`src/rtl/ctrl_seq_pkg.sv`:
```
package ctrl_seq_pkg;

  localparam int OPW = 4;   // opcode width
  localparam int FW  = 3;   // width of each encoded bus field

  typedef enum logic [OPW-1:0] {
    OP_NOP = 4'd0,  OP_JP  = 4'd1,  OP_LDA = 4'd2,  OP_LDB = 4'd3,
    OP_ADD = 4'd4,  OP_TAB = 4'd5,  OP_TBA = 4'd6,  OP_TAO = 4'd7,
    OP_STA = 4'd8,  OP_LRA = 4'd9,  OP_STB = 4'd10, OP_LRB = 4'd11
  } op_e;

  // bus driver field; code k lights bus_src[k-1]
  typedef enum logic [FW-1:0] {
    SRC_NONE, SRC_PC, SRC_ROM, SRC_RAM, SRC_A, SRC_B, SRC_ALU, SRC_T
  } src_e;

  // bus loader field; code k lights bus_dst[k-1]
  typedef enum logic [FW-1:0] {
    DST_NONE, DST_MAR, DST_IR, DST_A, DST_B, DST_T, DST_OUT, DST_RAM
  } dst_e;

  typedef struct packed {
    dst_e dst;
    src_e src;
    logic clr;
    logic flags;
    logic jump;
    logic inc;
  } uword_t;

endpackage

```
`src/rtl/tstate_ctr.sv`:
```
module tstate_ctr #(
  parameter int  STEPS = 20,
  localparam int TW    = $clog2(STEPS)
) (
  input  logic          clk,
  input  logic          rst,
  input  logic          clr,
  output logic [TW-1:0] step
);
  localparam logic [TW-1:0] LAST = TW'(STEPS - 1);

  always_ff @(posedge clk) begin
    if (rst)
      step <= '0;
    else if (clr || step == LAST)
      step <= '0;
    else
      step <= step + 1'b1;
  end
endmodule

```
`src/rtl/ucode_rom.sv`:
```
module ucode_rom
  import ctrl_seq_pkg::*;
#(
  parameter int  STEPS = 20,
  localparam int TW    = $clog2(STEPS)
) (
  input  logic [OPW-1:0] opcode,
  input  logic [TW-1:0]  step,
  output uword_t         uw
);
  int  s;
  op_e op;

  always_comb begin
    uw = '0;
    s  = int'(step);
    op = op_e'(opcode);
    if (s == 0) begin
      uw.src = SRC_PC;  uw.dst = DST_MAR;
    end else if (s == 1) begin
      uw.src = SRC_ROM; uw.dst = DST_IR; uw.inc = 1'b1;
    end else begin
      case (op)
        OP_JP, OP_LDA, OP_LDB: begin
          case (s)
            2: begin uw.src = SRC_PC; uw.dst = DST_MAR; end
            3: begin
              uw.src = SRC_ROM;
              if (op == OP_JP) uw.jump = 1'b1;
              else begin
                uw.inc = 1'b1;
                uw.dst = (op == OP_LDA) ? DST_A : DST_B;
              end
            end
            4: uw.clr = 1'b1;
            default: ;
          endcase
        end
        OP_ADD: begin
          case (s)
            3: begin uw.src = SRC_ALU; uw.dst = DST_T; uw.flags = 1'b1; end
            4: begin uw.src = SRC_T;   uw.dst = DST_A; end
            5: uw.clr = 1'b1;
            default: ;
          endcase
        end
        OP_TAB, OP_TBA, OP_TAO: begin
          case (s)
            2: begin
              uw.src = (op == OP_TBA) ? SRC_B : SRC_A;
              uw.dst = (op == OP_TAB) ? DST_B : (op == OP_TBA) ? DST_A : DST_OUT;
            end
            3: uw.clr = 1'b1;
            default: ;
          endcase
        end
        OP_STA, OP_LRA, OP_STB, OP_LRB: begin
          case (s)
            2: begin uw.src = SRC_PC;  uw.dst = DST_MAR; end
            3: begin uw.src = SRC_ROM; uw.dst = DST_T; end
            4: begin uw.src = SRC_T;   uw.dst = DST_MAR; end
            5: begin
              uw.inc = 1'b1;
              case (op)
                OP_STA:  begin uw.src = SRC_A;   uw.dst = DST_RAM; end
                OP_STB:  begin uw.src = SRC_B;   uw.dst = DST_RAM; end
                OP_LRA:  begin uw.src = SRC_RAM; uw.dst = DST_A;   end
                default: begin uw.src = SRC_RAM; uw.dst = DST_B;   end
              endcase
            end
            6: uw.clr = 1'b1;
            default: ;
          endcase
        end
        default: begin   // NOP and every undefined code
          if (s == 2) uw.clr = 1'b1;
        end
      endcase
    end
  end
endmodule

```
`src/rtl/field_dec.sv`:
```
module field_dec #(
  parameter int  FW = 3,
  localparam int NL = (1 << FW) - 1
) (
  input  logic [FW-1:0] code,
  output logic [NL-1:0] lines
);
  // code 0 is idle; code k drives lines[k-1]
  for (genvar k = 1; k <= NL; k++) begin : g_line
    assign lines[k-1] = (code == FW'(k));
  end
endmodule

```
`src/rtl/ctrl_seq.sv`:
```
module ctrl_seq
  import ctrl_seq_pkg::*;
#(
  parameter int  STEPS = 20,
  localparam int TW    = $clog2(STEPS),
  localparam int NL    = (1 << FW) - 1
) (
  input  logic           clk,
  input  logic           rst,
  input  logic [OPW-1:0] opcode,
  output logic [TW-1:0]  tstate,
  output logic           pc_inc,
  output logic           pc_jump,
  output logic           flags_ld,
  output logic           tstate_clr,
  output logic [NL-1:0]  bus_src,
  output logic [NL-1:0]  bus_dst
);
  uword_t        uw;
  logic [FW-1:0] fcode [2];
  logic [NL-1:0] fline [2];

  tstate_ctr #(.STEPS(STEPS)) u_ctr (
    .clk  (clk),
    .rst  (rst),
    .clr  (uw.clr),
    .step (tstate)
  );

  ucode_rom #(.STEPS(STEPS)) u_rom (
    .opcode (opcode),
    .step   (tstate),
    .uw     (uw)
  );

  assign fcode[0] = uw.src;
  assign fcode[1] = uw.dst;

  for (genvar g = 0; g < 2; g++) begin : g_field
    field_dec #(.FW(FW)) u_dec (
      .code  (fcode[g]),
      .lines (fline[g])
    );
  end

  assign bus_src    = fline[0];
  assign bus_dst    = fline[1];
  assign pc_inc     = uw.inc;
  assign pc_jump    = uw.jump;
  assign flags_ld   = uw.flags;
  assign tstate_clr = uw.clr;
endmodule

```
`config.mk`:
```
export PLATFORM = sky130hd
export DESIGN_NAME = ctrl_seq
export DESIGN_NICKNAME = d
export VERILOG_FILES = /design/src/rtl/ctrl_seq_pkg.sv /design/src/rtl/tstate_ctr.sv /design/src/rtl/ucode_rom.sv /design/src/rtl/field_dec.sv /design/src/rtl/ctrl_seq.sv
export SDC_FILE = /design/constraint.sdc
export NUM_CORES = 1
export LEC_CHECK = 0
export ABC_AREA = 1
export ABC_CLOCK_PERIOD_IN_PS = 2400
export BUFFER_PORTS_ARGS = -buffer_cell sky130_fd_sc_hd__buf_4
export CAP_MARGIN = 40
export CORE_MARGIN = 4
export CORE_UTILIZATION = 50
export CTS_CLUSTER_DIAMETER = 30
export CTS_CLUSTER_SIZE = 20
export DETAILED_ROUTE_END_ITERATION = 10
export GPL_TIMING_DRIVEN = 0
export HOLD_SLACK_MARGIN = 0.12
export PLACE_DENSITY = 0.83
export SLEW_MARGIN = 20
export SYNTH_ARGS = -nofsm -noshare
export SYNTH_HDL_FRONTEND = slang
export SYNTH_SLANG_ARGS = --single-unit
```
`constraint.sdc`:
```
create_clock -name clk -period 2.4 [get_ports clk]
set_input_delay 0.36 -clock clk [delete_from_list [all_inputs] [get_ports clk]]
set_output_delay 0.36 -clock clk [all_outputs]
set_load 0.1 [all_outputs]
```
==> metrics.cfg, run 1 <==
[die]
die_h_um = 52.0
die_w_um = 52.0
pin_count = 29
initial_core_util_pct = 54.4
fp-row-count = 15

[clock_network]
htreeDepth = 1
holdBufCountCts = 0
cts.path.max_buffers = 2
cts_root_buf = clkbuf_4
cts_resized = 49
cts.sinks = 5
cts_buffers = 3
postCtsSetupBuffers = 10

[yosys]
ys_warn_count = 0
synth_fp_nets = 176
ys_top_cells_by_area = nand2_1 15%, nor2_1 12%, dfxtp_1 10%, inv_1 6.6%, nand3_1 6.2%
synthCells = 166
ys_seq_elements = 5
syn_area_um2 = 970
yosysTopAreaCellShare_pct = 15.5
avgSynthCellArea_um2 = 5.84
synth_cell_types = 28
yosysTopAreaCell = nand2_1
ys_seq_area_share_pct = 10.3

[place]
pre_cts_ws_ns = -0.0388
dp_cells = 219
gp_congestion = 0.895
dp_hpwl_um = 2450
port_buffers = 28

[outcome]
lastStage = clock tree synthesis (4_1_cts)
status = aborted with a tool error
firstError = [ERROR DPL-0033] detailed placement checks failed during check placement.

[synthesized netlist by cell type (all sizes together)]
library cell / n
nor3: 6
xnor2: 1
a21oi: 4
nand3b: 3
a31oi: 1
nand2: 49
o21ai: 4
ha: 4
nand3: 16
dfxtp: 5
nor2: 41
nand4: 2
nor3b: 1
o21bai: 1
inv: 25
nor4: 1
xor2: 2
[kinds of logic after synthesis]
group           count (synthesis)  synth area share [%]
compound gates                 10                  5.55
buf+inv                        25                  9.68
simple gates                  119                  66.6
xor+xnor                        3                  2.71
flops                           5                  10.3
fa+ha+maj                       4                  5.16
[per-stage QoR]
stage,hold WS (ns),area (µm²),setup TNS (ns)
3_5_place_dp,0.499,1430,-0.0388
3_3_place_gp,0.496,1430,-0.0111
2_1_floorplan,0.594,1190,-1.79
==> inputs of run 2 (changes only) <==
--- a/config.mk
+++ b/config.mk
@@ -9,14 +9,11 @@
 export ABC_CLOCK_PERIOD_IN_PS = 2400
 export BUFFER_PORTS_ARGS = -buffer_cell sky130_fd_sc_hd__buf_4
 export CAP_MARGIN = 40
-export CORE_MARGIN = 4
-export CORE_UTILIZATION = 50
-export CTS_CLUSTER_DIAMETER = 30
-export CTS_CLUSTER_SIZE = 20
+export CORE_AREA = 4 4 65 67
 export DETAILED_ROUTE_END_ITERATION = 10
+export DIE_AREA = 0 0 69 71
 export GPL_TIMING_DRIVEN = 0
-export HOLD_SLACK_MARGIN = 0.12
-export PLACE_DENSITY = 0.83
+export PLACE_DENSITY_LB_ADDON = 0.15
 export SLEW_MARGIN = 20
 export SYNTH_ARGS = -nofsm -noshare
 export SYNTH_HDL_FRONTEND = slang
==> run 2 against run 1 <==
The flow now finishes without violations. Area after synthesis stayed put. Synthesized cell count stayed put.
==> metrics.cfg, run 2 <==
[outcome]
status = complete, no violations

[timing]
setup_viol = 0
finalHoldViolations = 0
slew_violations = 0
worst_pin_slew_ns = 0.280
slew_headroom_pct = 81.3
skew_ns = 0.000772
rsz0062_at_grt = true
min_period_over_period_pct = 98.4
clock.fmax_ghz = 0.423
period_minus_slack_ns = 2.36

[final_layout]
largest_register_ff_count = 5
diodes = 0
stdcell_count = 255
final_common_cell = nand2_1
nNetsFinal = 218
drive_gt1_share_pct = 62.3
synthToLayoutAreaGrowth_pct = 98.8
reg_top3 = u_ctr.step x5
final_cell_mix = 28 x nand2_1, 20 x buf_4, 17 x nor2_1, 15 x nor2_4, 13 x buf_12
top_register = u_ctr.step

[power]
leakage_nw = 0.824
finalPower_mw = 1.04
internal-power_mw = 0.458
vdd_drop_max_mv = 0.389
p_sw_mw = 0.580
pwr-share-seq_pct = 10.6
combPwrFrac_pct = 74.4
power_density_nw_per_um2 = 538
switching_share_pct = 55.9
p_clk_share_pct = 15.0

[worst_setup_path]
startpoint_type = flip-flop
crit_fanout = 5
path_cells = inv_4 -> ha_4 -> inv_2 -> nor2_4 -> nand2_4 -> nor2_4 -> nand2_2 -> nand3_2 -> nor2_4 -> nor2_4 -> buf_6 -> nor3_4 -> buf_12
cp.required_ns = 2.04
cp.arrival_ns = 2.00
cp_slowest_cell = dfxtp_4
critical-path-max-stage-delay_ns = 0.39
critPathKind = reg2out
cpMostUsedCell = nor2_4
endpoint_kind = output port

[die]
coreArea_um2 = 3630
fp-row-count = 22
die_w_um = 69
fp.dieArea_um2 = 4900
pin_count = 29
initial_core_util_pct = 26.7
die_h_um = 71

[yosys]
avgSynthCellArea_um2 = 5.84
ys_seq_area_share_pct = 10.3
synth_edf_count = 0
syn_area_um2 = 970
yosysTopAreaCellShare_pct = 15.5
synth_cell_types = 28
ys_async_sr_fraction_pct = 0
synth_ff_type = dfxtp_1
yosys.cell_count.top_type = nand2_1
synthCells = 166
yosysTopAreaCell = nand2_1
ys_warn_count = 0
ys_seq_elements = 5
synthTopCellsByCount = 40 x nand2_1, 30 x nor2_1, 17 x inv_1, 12 x nand3_1, 9 x nor2_2
ys_top_cells_by_area = nand2_1 15%, nor2_1 12%, dfxtp_1 10%, inv_1 6.6%, nand3_1 6.2%
synth_fp_nets = 176

[clock_network]
clk_latency_ns = 0.22
cts_tree = yes
cts.path.max_buffers = 2
htreeDepth = 1
holdBufCountCts = 0
cts_root_buf = clkbuf_8
cts.sinks = 5
cts_buffers = 3
clk_pin_slew_worst_paths_ns = 0.03

[global_route]
grt_pass1_vias = 1139
use_met1_pct = 13.3
grt_use_met3_pct = 1.14
grt.overflow.total = 0
grt_max_degree = 10
antenna_found_initial = 0
top_usage_layer = met2
grt_use_total_pct = 12.0
grt_use_met2_pct = 23.0
grt_pass1_wl_um = 4950

[detailed_routing]
route.detailed.drc = 0
drt_iter0_drc = 36
antenna_left = 0
via_count = 1218
routed_wl_um = 3150
viasPerCell = 4.78
wl_per_cell_um = 12.3
drtPass1Iterations = 4

[worst_hold_path]
min_path_type = in2reg

[place]
dp_hpwl_um = 2320
gp_congestion = 0.798
port_buffers = 28
dp_cells = 242

[run]
maxCapViolCount = 0

run 2: stage by stage:
step | setup slack, ns | utilization (%) | hold slack (ns) | instance area, µm² | setup TNS [ns]
5_1_grt | -0.0880 | 53.1 | 0.521 | 1930 | -0.582
4_1_cts | -0.00206 | 44.8 | 0.514 | 1630 | -0.00220
6_report | 0.0375 | 53.1 | 0.511 | 1930 | 0
3_5_place_dp | 0.0250 | 40.2 | 0.506 | 1460 | 0
2_1_floorplan | -0.303 | - | 0.594 | 1190 | -1.79
3_3_place_gp | -0.00112 | 40.2 | 0.500 | 1460 | -0.00112
run 2: power groups by stage:
| stage | clock [mW] | sequential (mW) | combinational (mW) |
|---|---|---|---|
| floorplan | 0 | 0.160 | 0.449 |
| global placement | 0 | 0.111 | 0.596 |
| detailed placement | 0 | 0.111 | 0.601 |
| CTS | 0.163 | 0.110 | 0.659 |
| global route | 0.172 | 0.113 | 0.815 |
| finish | 0.156 | 0.110 | 0.772 |
run 2: final timing paths:
kind / startpoint / slack [ns] / cells past startpoint / end
hold / removal: rst / 0.51 / 3 / u_ctr.step[2]
hold reg to reg: u_ctr.step[3] / 0.58 / 2 / u_ctr.step[3]
setup / recovery: u_ctr.step[0] / 0.04 / 13 / bus_dst[2]
setup reg to reg: u_ctr.step[1] / 0.78 / 12 / u_ctr.step[0]
run 2: cells by family (layout without fill, tap and decap cells):
| logic type | count (synthesis) | in the layout | share of synthesized area [%] |
|---|---|---|---|
| DFF | 5 | 5 | 10.3 |
| AOI/OAI and AO/OA | 10 | 10 | 5.55 |
| adders and majority gates | 4 | 4 | 5.16 |
| xor gates and xnor gates | 3 | 3 | 2.71 |
| buffers and inverters | 25 | 66 | 9.68 |
| and+or+nand+nor | 119 | 119 | 66.6 |
run 2: metal layers:
| metal | vias up | part of all wire, % |
|---|---|---|
| met5 | - | 0 |
| met4 | 0 | 2.1 |
| met3 | 7 | 2.8 |
| met2 | 26 | 58 |
| met1 | 571 | 37 |
| li1 | 614 | - |
run 2: cell type report:
type | count | area [µm²]
clock buffers | 4 | 45.0
fillers | 367 | 1710
inverters | 25 | 115
multi-input cells | 136 | 1130
flip-flops and latches | 5 | 119
well taps | 48 | 60.1
repair buffers | 37 | 455
run 2: critical path: cells and delay by family, from the launching register on:
family                   cells  cell delay (ns)
adder cells (fa/ha/maj)      1             0.16
buffers and inverters        4             0.44
flip-flops                   1             0.39
AND/OR/NAND/NOR              8             0.77
run 2: timing repair:
action / CTS / global route
setup endpoints to repair: 12 / 13
setup buffers: 1 / 8
gates resized for setup: 28 / 58
pin swaps: 4 / 27
Power figures use the tool's default switching activity.
==> inputs of run 3 (changes only) <==
--- a/config.mk
+++ b/config.mk
@@ -9,9 +9,9 @@
 export ABC_CLOCK_PERIOD_IN_PS = 2400
 export BUFFER_PORTS_ARGS = -buffer_cell sky130_fd_sc_hd__buf_4
 export CAP_MARGIN = 40
-export CORE_AREA = 4 4 65 67
+export CORE_AREA = 2 2 63 65
 export DETAILED_ROUTE_END_ITERATION = 10
-export DIE_AREA = 0 0 69 71
+export DIE_AREA = 0 0 65 67
 export GPL_TIMING_DRIVEN = 0
 export PLACE_DENSITY_LB_ADDON = 0.15
 export SLEW_MARGIN = 20
==> constraint.sdc (replaced) <==
create_clock -name clk -period 2.4 [get_ports clk]
set_input_delay 0.12 -clock clk [delete_from_list [all_inputs] [get_ports clk]]
set_output_delay 0.12 -clock clk [all_outputs]
set_load 0.1 [all_outputs]
==> run 3 against run 2 <==
Maximum frequency rose by 5.6%. Die area fell by 11%. Non-clock buffer count fell by 8. Highest routed layer unchanged. Sequential share of layout area rose by 1.7 points. Critical path type unchanged.
==> metrics.cfg, run 3 (synthesized netlist as in run 2, its figures left out) <==
[power]
finalPower_mw = 0.869
leakage_nw = 0.687
vdd_drop_max_mv = 0.475
power_density_nw_per_um2 = 574

[detailed_routing]
viasPerCell = 4.48
routed_wl_um = 2560
wl_per_cell_um = 10.4
via_count = 1106
drtPass1Iterations = 4
route.detailed.drc = 0
antenna_left = 0
drt_iter0_drc = 35

[place]
dp_cells = 242
port_buffers = 28
dp_hpwl_um = 2240
gp_congestion = 0.816

[worst_setup_path]
critical-path-max-stage-delay_ns = 0.36
crit_fanout = 6
cp.arrival_ns = 2.12
startpoint_type = flip-flop
cp.required_ns = 2.28
cpLargestDelayFamily = simple AND/OR/NAND/NOR gates
cp_slowest_cell = dfxtp_4
crit_buf_inv = 4
critPathKind = reg2out
path_cells = inv_2 -> ha_4 -> inv_2 -> nor2_2 -> nand2_2 -> nor2_4 -> nand2_1 -> nand3_1 -> nor2_2 -> nor2_4 -> inv_4 -> nor3_4 -> buf_4
endpoint_kind = output port

[timing]
min_period_over_period_pct = 93.2
setup_viol = 0
finalHoldViolations = 0
period_minus_slack_ns = 2.24
rsz0062_at_grt = false
worst_pin_slew_ns = 0.486
slew_violations = 0
skew_ns = 0.00301
slew_headroom_pct = 67.6
clock.fmax_ghz = 0.447

[final_layout]
top_register = u_ctr.step
final_common_cell = nand2_1
drive_gt1_share_pct = 49.2
reg_top3 = u_ctr.step x5
stdcell_count = 247
nNetsFinal = 210
largest_register_ff_count = 5
final_cell_mix = 38 x nand2_1, 24 x buf_4, 22 x nor2_1, 13 x inv_1
diodes = 0
synthToLayoutAreaGrowth_pct = 56.0

[worst_hold_path]
min_path_type = in2reg

[die]
die_h_um = 67
coreArea_um2 = 3610
pin_count = 29
fp.dieArea_um2 = 4360
initial_core_util_pct = 26.9
fp-row-count = 22
die_w_um = 65

[global_route]
antenna_found_initial = 0
grt_pass1_wl_um = 4390
grt_pass1_vias = 979
grt_use_total_pct = 12.7
grt.overflow.total = 0
grt_max_degree = 10

[outcome]
status = complete, no violations

[clock_network]
clk_pin_slew_worst_paths_ns = 0.04
htreeDepth = 1
cts.path.max_buffers = 2
cts_tree = yes
cts_buffers = 3
cts_root_buf = clkbuf_8
holdBufCountCts = 0
cts.sinks = 5
clk_latency_ns = 0.22

[run]
maxCapViolCount = 0

run 3: through the flow:
| stage | setup TNS (ns) | util (%) | hold WS (ns) | worst slack, ns | area, µm² |
|---|---|---|---|---|---|
| 2_1_floorplan | -0.0638 | - | 0.354 | -0.0638 | 1140 |
| 3_3_place_gp | 0 | 39.2 | 0.465 | 0.296 | 1410 |
| 3_5_place_dp | 0 | 39.2 | 0.469 | 0.244 | 1410 |
| 4_1_cts | 0 | 40.5 | 0.264 | 0.0216 | 1460 |
| 5_1_grt | 0 | 41.9 | 0.290 | 0.00288 | 1510 |
| 6_report | 0 | 41.9 | 0.263 | 0.163 | 1510 |
run 3: what timing repair did:
action                     4_1_cts  5_1_grt
hold endpoints to repair         0        0
setup buffers                    0        1
setup endpoints to repair        0        8
resized for setup                0       12
run 3: final timing paths:
kind | startpoint | to | slack (ns) | cells past startpoint
max | u_ctr.step[0] | bus_dst[3] | 0.16 | 13
min | rst | u_ctr.step[2] | 0.26 | 3
max reg2reg | u_ctr.step[0] | u_ctr.step[3] | 0.81 | 8
min reg2reg | u_ctr.step[0] | u_ctr.step[0] | 0.47 | 1
run 3: power by group:
| group | leakage [nW] | switching (mW) | internal, mW |
|---|---|---|---|
| clock | 0.0228 | 0.0403 | 0.114 |
| combinational | 0.620 | 0.451 | 0.156 |
| sequential | 0.0444 | 0.0166 | 0.0909 |
run 3: area by class of cell:
class,instances,area [µm²]
multi-input cells,136,935
clock buffers,4,45.0
inverters,25,100
flip-flops and latches,5,119
fillers,389,2090
repair buffers,29,254
well taps,48,60.1
run 3: worst reg2reg max path, delay by kind of cell (launching register included):
| kind | cells | cell delay [ns] |
|---|---|---|
| fa+ha+maj | 1 | 0.17 |
| flops | 1 | 0.36 |
| buf+inv | 1 | 0.08 |
| simple gates | 6 | 0.91 |
run 3: metal layers:
metal | track usage [%] | up-vias | part of all wire (%)
li1 | - | 588 | -
met1 | 16.2 | 489 | 45
met2 | 22.7 | 27 | 50
met3 | 2.53 | 2 | 3.8
met4 | 1.60 | 0 | 0.55
met5 | 0 | - | 0
==> inputs of run 4 (changes only) <==
--- a/config.mk
+++ b/config.mk
@@ -14,6 +14,7 @@
 export DIE_AREA = 0 0 65 67
 export GPL_TIMING_DRIVEN = 0
 export PLACE_DENSITY_LB_ADDON = 0.15
+export RECOVER_POWER = 100
 export SLEW_MARGIN = 20
 export SYNTH_ARGS = -nofsm -noshare
 export SYNTH_HDL_FRONTEND = slang
==> run 4 against run 3 <==
Final cell count unchanged. Clock power about the same. Count of clock-buffer cells in the layout unchanged. Flip-flop and latch count unchanged. Final area down 2.4%. Worst setup slack better by 0.00071 ns.
==> metrics.cfg, run 4 (synthesized netlist as in run 2, its figures left out) <==
[outcome]
status = complete, no violations

[clock_network]
clk_latency_ns = 0.22
cts_buffers = 3
clk_pin_slew_worst_paths_ns = 0.04
cts.path.max_buffers = 2
htreeDepth = 1
cts_tree = yes
cts_root_buf = clkbuf_8
cts.sinks = 5

[power]
power_density_nw_per_um2 = 581
vdd_drop_max_mv = 0.474
finalPower_mw = 0.857
leakage_nw = 0.659

[worst_setup_path]
cpMostUsedCell = inv_2
critical-path-max-stage-delay_ns = 0.38
r2r_setup_slack_ns = 0.81
timing.rr.end = u_ctr.step[3]
cp_slowest_cell = dfxtp_4
cp.arrival_ns = 2.12
r2r-start = u_ctr.step[0]
r2r_cells = 8
crit_buf_inv = 4
endpoint_kind = output port
path_cells = inv_2 -> ha_1 -> nand2_2 -> nor2_1 -> inv_2 -> nand3_2 -> nor2_4 -> inv_4 -> nor3_4 -> buf_4
cpLargestDelayFamily = simple AND/OR/NAND/NOR gates
crit_fanout = 8
startpoint_type = flip-flop
cp.required_ns = 2.28
critPathKind = reg2out

[worst_hold_path]
worstHoldPathCells = 3
hold_end = u_ctr.step[2]
min_path_type = in2reg
worstHoldStart = rst

[timing]
min_period_over_period_pct = 93.2
setup_viol = 0
setup_slack_ns = 0.164
period_minus_slack_ns = 2.24
slew_headroom_pct = 22.8
skew_ns = 0.00278
finalHoldViolations = 0
worst_pin_slew_ns = 1.16
slew_violations = 0
clock.fmax_ghz = 0.447

[die]
die_w_um = 65
die_h_um = 67
initial_core_util_pct = 26.9
pin_count = 29
fp-row-count = 22
coreArea_um2 = 3610
fp.dieArea_um2 = 4360

[place]
pre_cts_ws_ns = 0.244
gp_congestion = 0.816
port_buffers = 28
dp_hpwl_um = 2240

[detailed_routing]
routed_wl_um = 2560
drt_iter0_drc = 22
wl_per_cell_um = 10.4
antenna_left = 0
viasPerCell = 4.46
via_count = 1101
drtPass1Iterations = 4
route.detailed.drc = 0

[final_layout]
top_register = u_ctr.step
post-route-util_pct = 40.9
reg_top3 = u_ctr.step x5
diodes = 0
final_cell_mix = 39 x nand2_1, 23 x nor2_1, 13 x inv_1, 11 x nand3_1
synthToLayoutAreaGrowth_pct = 52.3
largest_register_ff_count = 5
nFillCells = 398
final_common_cell = nand2_1
nNetsFinal = 210
drive_gt1_share_pct = 45.7

[global_route]
grt_pass1_wl_um = 4390
grt_max_degree = 10
grt_pass1_vias = 979
antenna_found_initial = 0
grt.overflow.total = 0
grt_use_total_pct = 12.7

[run]
maxCapViolCount = 0

## run 4: power breakdown
group          switching, mW  total [mW]  leakage (nW)  internal, mW
clock                 0.0400       0.154        0.0228         0.114
sequential            0.0163       0.107        0.0444        0.0909
combinational          0.450       0.596         0.592         0.146
total                  0.507       0.857         0.659         0.351
## run 4: worst reg2reg max path, stage by stage (launching register included)
cell	delay, ns
dfxtp_4	0.36
inv_2	0.08
ha_1	0.17
nand2_1	0.09
nor2_2	0.25
nor2_1	0.12
nand3_1	0.13
nand3b_1	0.18
nor2_1	0.13
## run 4: layout make-up
class	instances	area, µm²	area share, %
Multi-Input combinational cell	136	930	63.0
Sequential cell	5	119	8.05
Timing Repair Buffer	29	223	15.1
Inverter	25	100	6.78
Clock buffer	4	45.0	3.05
Tap cell	48	60.1	4.07
## run 4: repair_timing
action,4_1_cts,5_1_grt
setup endpoints to repair,0,8
endpoints found under the hold margin,0,0
resized for setup,0,12
buffers inserted,0,1
hold buffers,0,0
## run 4: layer usage
metal,GRT usage [%],vias to the layer above,part of all wire (%)
li1,-,590,-
met4,1.60,0,0.55
met2,22.7,22,50
met5,0,-,0
met3,2.53,2,3.0
met1,16.2,487,46
## run 4: how the worst max path moves through the flow
| stage | start | to | slack (ns) | cells after the start |
|---|---|---|---|---|
| 2_1_floorplan | u_ctr.step[1] | bus_dst[3] | -0.06 | 11 |
| 3_3_place_gp | u_ctr.step[0] | bus_src[0] | 0.30 | 12 |
| 3_5_place_dp | u_ctr.step[0] | bus_src[0] | 0.24 | 9 |
| 4_1_cts | u_ctr.step[0] | bus_src[0] | 0.02 | 9 |
| 5_1_grt | u_ctr.step[0] | bus_dst[5] | -0.008 | 14 |
| 6_report | u_ctr.step[1] | bus_dst[3] | 0.16 | 10 |
## run 4: stage by stage
step                hold WS [ns]  cells  instance area (µm²)  TNS, ns
finish                     0.262    247                 1480        0
global route               0.290    247                 1480  -0.0151
CTS                        0.264    246                 1460        0
detailed placement         0.469    242                 1410        0
global placement           0.465    242                 1410        0
floorplan                  0.354    166                 1140  -0.0638
